$ cat src/rtl/extint_pkg.sv
// Package: shared types and fixed layout for the external interrupt sense unit.
// Assumes a 32-bit control word and at most four pins in the layout below.
package extint_pkg;

    typedef enum logic [1:0] {
        SENSE_HIGH = 2'd0,
        SENSE_RISE = 2'd1,
        SENSE_FALL = 2'd2,
        SENSE_LOW  = 2'd3
    } sense_mode_e;

    localparam int CTRL_W     = 32;
    localparam int MODE_TOP   = 23;  // pin 0 mode msb; pin n at 23-2n
    localparam int CLR_TOP    = 27;  // pin 0 clear bit; pin n at 27-n
    localparam int EN_TOP     = 11;  // pin 0 enable; pin n at 11-n
    localparam int MASTER_BIT = 12;
    localparam int CRIT_BIT   = 0;

endpackage

$ cat src/rtl/extint_sync.sv
// Module: multi-stage synchroniser for a bus of independent asynchronous bits.
// Assumes each bit is a slow level; no bus coherency is implied.
module extint_sync #(
    parameter int WIDTH  = 4,
    parameter int STAGES = 2
) (
    input  logic             clk,
    input  logic             rst_n,
    input  logic [WIDTH-1:0] async_in,
    output logic [WIDTH-1:0] sync_out
);

    logic [WIDTH-1:0] stage_q [STAGES];

    // Shift the asynchronous inputs through the flop chain.
    always_ff @(posedge clk) begin
        if (!rst_n) begin
            for (int i = 0; i < STAGES; i++) stage_q[i] <= '0;
        end else begin
            stage_q[0] <= async_in;
            for (int i = 1; i < STAGES; i++) stage_q[i] <= stage_q[i-1];
        end
    end

    assign sync_out = stage_q[STAGES-1];

endmodule

$ cat src/rtl/extint_ctrl_reg.sv
// Module: control word storage and read-back for the sense unit.
// Assumes the fixed bit layout of extint_pkg; clear bits are decoded into
// one-cycle strobes and are never stored.
module extint_ctrl_reg
    import extint_pkg::*;
#(
    parameter int NUM_PINS = 4
) (
    input  logic                   clk,
    input  logic                   rst_n,
    input  logic                   wr,
    input  logic [CTRL_W-1:0]      wdata,
    output logic [CTRL_W-1:0]      rdata,
    output sense_mode_e            mode   [NUM_PINS],
    output logic [NUM_PINS-1:0]    pin_en,
    output logic [NUM_PINS-1:0]    clr_stb,
    output logic                   master_en,
    output logic                   crit
);

    localparam logic [CTRL_W-1:0] ONE = {{(CTRL_W-1){1'b0}}, 1'b1};

    sense_mode_e            mode_q [NUM_PINS];
    logic [NUM_PINS-1:0]    en_q;
    logic                   master_q;
    logic                   crit_q;
    logic [CTRL_W-1:0]      used_mask;
    logic                   unused_wbits;

    // Store the configuration fields on a write.
    always_ff @(posedge clk) begin
        if (!rst_n) begin
            for (int n = 0; n < NUM_PINS; n++) mode_q[n] <= SENSE_HIGH;
            en_q     <= '0;
            master_q <= 1'b0;
            crit_q   <= 1'b0;
        end else if (wr) begin
            for (int n = 0; n < NUM_PINS; n++) begin
                mode_q[n] <= sense_mode_e'(wdata[MODE_TOP-2*n -: 2]);
                en_q[n]   <= wdata[EN_TOP-n];
            end
            master_q <= wdata[MASTER_BIT];
            crit_q   <= wdata[CRIT_BIT];
        end
    end

    // Assemble the read-back word; clear bits and spare bits read zero.
    always_comb begin
        rdata = '0;
        for (int n = 0; n < NUM_PINS; n++) begin
            rdata[MODE_TOP-2*n -: 2] = mode_q[n];
            rdata[EN_TOP-n]          = en_q[n];
        end
        rdata[MASTER_BIT] = master_q;
        rdata[CRIT_BIT]   = crit_q;
    end

    // Mark which write bits have a function, for the spare-bit sink.
    always_comb begin
        used_mask = (ONE << MASTER_BIT) | (ONE << CRIT_BIT);
        for (int n = 0; n < NUM_PINS; n++) begin
            used_mask = used_mask | (ONE << (MODE_TOP-2*n)) | (ONE << (MODE_TOP-2*n-1))
                      | (ONE << (EN_TOP-n)) | (ONE << (CLR_TOP-n));
        end
    end

    assign unused_wbits = ^(wdata & ~used_mask);

    genvar g;
    generate
        for (g = 0; g < NUM_PINS; g++) begin : g_clr
            assign clr_stb[g] = wr & wdata[CLR_TOP-g];
            assign mode[g]    = mode_q[g];
        end
    endgenerate

    assign pin_en    = en_q;
    assign master_en = master_q;
    assign crit      = crit_q;

    AST_RDATA_STABLE_NO_WR: assert property (@(posedge clk) disable iff (!rst_n)
        !wr |=> $stable(rdata)) else $error("read-back changed without write");

endmodule

$ cat src/rtl/extint_detect.sv
// Module: per-pin level/edge detection, edge latch and request qualification.
// Assumes s_level is already synchronised; a set edge beats a same-cycle clear.
module extint_detect
    import extint_pkg::*;
(
    input  logic        clk,
    input  logic        rst_n,
    input  logic        s_level,
    input  sense_mode_e mode,
    input  logic        clr,
    input  logic        en,
    input  logic        master_en,
    output logic        req
);

    logic prev_q;
    logic latch_q;
    logic edge_w;
    logic edge_mode_w;
    logic level_w;

    // Remember the previous synchronised level for edge comparison.
    always_ff @(posedge clk) begin
        if (!rst_n) prev_q <= 1'b0;
        else        prev_q <= s_level;
    end

    // Decode the selected sense mode into edge event and level state.
    always_comb begin
        edge_w      = 1'b0;
        edge_mode_w = 1'b0;
        level_w     = 1'b0;
        unique case (mode)
            SENSE_HIGH: level_w = s_level;
            SENSE_RISE: begin edge_mode_w = 1'b1; edge_w = s_level & ~prev_q; end
            SENSE_FALL: begin edge_mode_w = 1'b1; edge_w = ~s_level & prev_q; end
            SENSE_LOW:  level_w = ~s_level;
            default:    level_w = 1'b0;
        endcase
    end

    // Hold an edge until cleared; a new edge has precedence over the clear.
    always_ff @(posedge clk) begin
        if (!rst_n)      latch_q <= 1'b0;
        else if (edge_w) latch_q <= 1'b1;
        else if (clr)    latch_q <= 1'b0;
    end

    assign req = (edge_mode_w ? latch_q : level_w) & en & master_en;

    AST_EDGE_BEATS_CLEAR: assert property (@(posedge clk) disable iff (!rst_n)
        (edge_w && clr) |=> latch_q) else $error("clear beat edge");
    AST_CLEAR_TAKES: assert property (@(posedge clk) disable iff (!rst_n)
        (clr && !edge_w) |=> !latch_q) else $error("clear ignored");
    AST_LATCH_HOLDS: assert property (@(posedge clk) disable iff (!rst_n)
        (latch_q && !clr) |=> latch_q) else $error("latch dropped");
    AST_LEVEL_NO_LATCH: assert property (@(posedge clk) disable iff (!rst_n)
        (!edge_mode_w && !latch_q) |=> !latch_q) else $error("level mode latched");

endmodule

$ cat src/rtl/extint_sense.sv
// Module: top of the external interrupt pin sense unit.
// Assumes pins are asynchronous to clk; outputs one qualified request per pin.
module extint_sense
    import extint_pkg::*;
#(
    parameter int NUM_PINS    = 4,
    parameter int SYNC_STAGES = 2
) (
    input  logic                clk,
    input  logic                rst_n,
    input  logic [NUM_PINS-1:0] pin_in,
    input  logic                reg_wr,
    input  logic [CTRL_W-1:0]   reg_wdata,
    output logic [CTRL_W-1:0]   reg_rdata,
    output logic [NUM_PINS-1:0] req_out,
    output logic                crit_route
);

    logic [NUM_PINS-1:0] pin_sync;
    sense_mode_e         mode [NUM_PINS];
    logic [NUM_PINS-1:0] pin_en;
    logic [NUM_PINS-1:0] clr_stb;
    logic                master_en;

    extint_sync #(.WIDTH(NUM_PINS), .STAGES(SYNC_STAGES)) u_sync (
        .clk      (clk),
        .rst_n    (rst_n),
        .async_in (pin_in),
        .sync_out (pin_sync)
    );

    extint_ctrl_reg #(.NUM_PINS(NUM_PINS)) u_ctrl (
        .clk       (clk),
        .rst_n     (rst_n),
        .wr        (reg_wr),
        .wdata     (reg_wdata),
        .rdata     (reg_rdata),
        .mode      (mode),
        .pin_en    (pin_en),
        .clr_stb   (clr_stb),
        .master_en (master_en),
        .crit      (crit_route)
    );

    genvar g;
    generate
        for (g = 0; g < NUM_PINS; g++) begin : g_pin
            extint_detect u_det (
                .clk       (clk),
                .rst_n     (rst_n),
                .s_level   (pin_sync[g]),
                .mode      (mode[g]),
                .clr       (clr_stb[g]),
                .en        (pin_en[g]),
                .master_en (master_en),
                .req       (req_out[g])
            );
        end
    endgenerate

    AST_MASTER_GATE: assert property (@(posedge clk) disable iff (!rst_n)
        !master_en |-> (req_out == '0)) else $error("request with master off");
    AST_ENABLE_GATE: assert property (@(posedge clk) disable iff (!rst_n)
        (req_out & ~pin_en) == '0) else $error("request from disabled pin");

endmodule

$ cat config.mk
export PLATFORM = sky130hd
export DESIGN_NAME = extint_sense
export DESIGN_NICKNAME = d
export VERILOG_FILES = /design/src/rtl/extint_pkg.sv /design/src/rtl/extint_sync.sv /design/src/rtl/extint_ctrl_reg.sv /design/src/rtl/extint_detect.sv /design/src/rtl/extint_sense.sv
export SDC_FILE = /design/constraint.sdc
export NUM_CORES = 1
export LEC_CHECK = 0
export ABC_AREA = 1
export BUFFER_PORTS_ARGS = -buffer_cell sky130_fd_sc_hd__clkbuf_2
export CORE_MARGIN = 4
export CORE_UTILIZATION = 50
export DETAILED_ROUTE_END_ITERATION = 7
export PLACE_DENSITY = 0.84
export SYNTH_ARGS = -nofsm -noshare
export SYNTH_HDL_FRONTEND = slang
export SYNTH_SLANG_ARGS = --single-unit
$ cat constraint.sdc
create_clock -name clk -period 2.6 [get_ports clk]
set_input_delay 0.52 -clock clk [delete_from_list [all_inputs] [get_ports clk]]
set_output_delay 0.52 -clock clk [all_outputs]
set_load 0.05 [all_outputs]
==> results_dict.tcl <==
set metrics [dict create \
    outcome "completed" \
    ant_nets 0 \
    synth_area_um2 1630 \
    yosys_most_used_dff "dfxtp_1" \
    hold_class "input port to register" \
    hold_buffers 0 \
    arrival_ns 1.79 \
    cp_top_family "buffers and inverters" \
    wl_per_cell_um 9.811 \
    core-area_um2 3078 \
    io_buffers 43 \
    drc_errors 0 \
    skew_ns 0.008833 \
    start_util 0.5297 \
    gr-usage-all-layers 0.1419 \
    path_class "register to output pin" \
    num_rows 20 \
    worstRegToRegCells 6 \
    area_growth_pct 10.36 \
    postLayoutCoreUtil 0.5846 \
    dieArea_um2 4238 \
    path_cells "inv_1 > ha_1 > inv_1 > o211ai_1 > a21oi_1 > clkbuf_2" \
    cts_sinks 30 \
    avgSynthCellArea_um2 8.031 \
    stdcell_area_um2 1799 \
    overflow 0 \
    end_kind "output pin" \
    dieWidth_um 65.10 \
    routed_wl_um 2796 \
    p_leak_nw 1.012 \
    setup_tns_ns 0 \
    period_minus_slack_ns 2.307 \
    clock.fmax_ghz 0.4336 \
    crit_path_frequent_cell "inv_1" \
    synth_area_leaders "dfxtp_1 (27%), edfxtp_1 (15%), buf_4 (14%)" \
    async_flop_share 0 \
    synth_edf_count 8 \
    total_power_w 0.001039 \
    final_max_slew_viol_count 0 \
    r2r_end "g_pin[1].u_det.latch_q" \
    hold_viol 0 \
    drive_gt1_frac 0.2116 \
    cts_tree "built" \
    critPathBufInv 3 \
    final.period_utilization 0.8871 \
    critPathMaxFanout 4 \
    yosysWarnings 0 \
    synth_top_area_frac 0.2701 \
    synth_commonest_cells "nand2_1 (46), inv_1 (41), buf_4 (30)" \
    worstHoldStart "pin_in[2]" \
    maxCapViolations 0 \
    start_kind "register" \
    holdPathStages 3 \
    ios 76 \
    cts_setup_buffers 0 \
    cpPeakStageDelay_ns 0.42 \
    synthCells 203 \
    grt_max_degree 16 \
    htreeDepth 2 \
    ctsResizeCount 0 \
    num_vias 1201 \
    synth.distinct_cells 12 \
    dp_hpwl_um 2152 \
    gp_congestion 0.7132 \
    vdd_drop_max_uv 298.8 \
    r2r_slack_ns 1.50 \
    yosysMostFrequentCell "nand2_1" \
    setup_viol 0 \
    layout.nets 295 \
    antenna-diode-count 0 \
    yosysSeqAreaShare 0.4175 \
    synth-seq-cells 30 \
    clk-insertion-delay-late_ns 0.32 \
    die_h_um 65.10 \
    synth_area_leader_cell "dfxtp_1" \
    power.density_nw_per_um2 577.6 \
    antenna_found_initial 0 \
    grt_pass1_vias 1112 \
    drt-initial-drc-count 70 \
    cts_buffers 5 \
    cts_buffer_depth 2 \
    place_area_um2 1739 \
    n_fill_cell 304 \
    r2r-start "u_ctrl.mode_q[1][0]" \
    cp_slowest_cell "edfxtp_1" \
    required_ns 2.08 \
    viasPerCell 4.214 \
    rsz0062_at_grt "no" \
    holdPathEnd "u_sync.stage_q[0][2]" \
    clkTransAtPathRegs_ns 0.09 \
    grt_pass1_wl_um 4595 \
    drt_pass1_iterations 4 \
    cts_root_buffer "clkbuf_4" \
]
cell usage in the layout (no fill, tap or decap):
cell | synthesis | final
nand2_1 | 46 | 46
clkbuf_2 | 0 | 43
inv_1 | 41 | 41
dfxtp_1 | 22 | 22
a21oi_1 | 18 | 18
conb_1 | 1 | 18
ha_1 | 16 | 16
nor2_1 | 8 | 8
nand3_1 | 8 | 8
edfxtp_1 | 8 | 8
clkbuf_4 | 0 | 5
o211ai_1 | 4 | 4
inv_2 | 1 | 1
clkinv_2 | 0 | 1
clkbuf_8 | 0 | 1
clkbuf_1 | 0 | 1
per-layer routing:
| metal | GRT usage | vias to the layer above | wire length, um |
|---|---|---|---|
| met1 | 0.1625 | 513 | 1190 |
| met2 | 0.2427 | 42 | 1321 |
| met4 | 0.05440 | 0 | 40 |
| met5 | 0 | - | 0 |
| li1 | - | 640 | - |
| met3 | 0.04957 | 6 | 243 |
power by group:
| part | leakage, nW | internal [W] | switching, W |
|---|---|---|---|
| logic | 0.710 | 0.0000510 | 0.000178 |
| registers | 0.267 | 0.000504 | 0.0000204 |
| clock network | 0.0353 | 0.000131 | 0.000155 |
flip-flops by register name, summed over array words and instances, names as in the netlist:
| register | count |
|---|---|
| u_sync.stage_q | 8 |
| g_pin.u_det.prev_q | 4 |
| u_ctrl.crit | 1 |
| u_ctrl.pin_en | 4 |
| u_ctrl.mode_q | 8 |
| u_ctrl.master_en | 1 |
| g_pin.u_det.latch_q | 4 |
through the flow:
step / worst slack, ns / instances / hold slack, ns
5_1_grt: 0.1627 / 285 / 0.3572
3_5_place_dp: 0.6697 / 277 / 0.3960
3_3_place_gp: 0.6844 / 277 / 0.3924
6_report: 0.2935 / 285 / 0.3702
4_1_cts: 0.2814 / 285 / 0.3542
2_1_floorplan: 0.5258 / 220 / 0.3905
worst max path at each step:
stage | startpoint | end | slack, ns | cells past startpoint
floorplan | u_ctrl.mode_q[0][0] | req_out[0] | 0.53 | 6
global placement | u_ctrl.mode_q[2][0] | req_out[2] | 0.68 | 6
detailed placement | u_ctrl.mode_q[2][0] | req_out[2] | 0.67 | 6
CTS | u_ctrl.mode_q[2][0] | req_out[2] | 0.28 | 6
global route | u_ctrl.mode_q[2][1] | req_out[2] | 0.16 | 6
finish | u_ctrl.mode_q[2][0] | req_out[2] | 0.29 | 6
area by class of cell:
type	instances	area, um^2	share of cell area
clock buffers	7	55.05	0.03060
multi-input cells	118	630.6	0.3505
inverters	42	157.7	0.08762
well taps	44	55.05	0.03060
clock inverters	1	5.005	0.002782
repair buffers	43	215.2	0.1196
flip-flops and latches	30	680.7	0.3783
cells by family (layout without fill, tap and decap cells):
family / Yosys count / count (layout) / synth area share
other: 1 / 18 / 0.002300
adder cells (fa/ha/maj): 16 / 16 / 0.1228
buffers and inverters: 72 / 93 / 0.2348
AND/OR/NAND/NOR: 62 / 62 / 0.1489
AO/OA/AOI/OAI: 22 / 22 / 0.07368
flip-flops: 30 / 30 / 0.4175
worst min-delay path, cell delays in order:
cell      delay [ns]
clkbuf_2        0.07
nand2_1         0.04
inv_1           0.04
No activity file was read; power rests on OpenSTA's default activity.
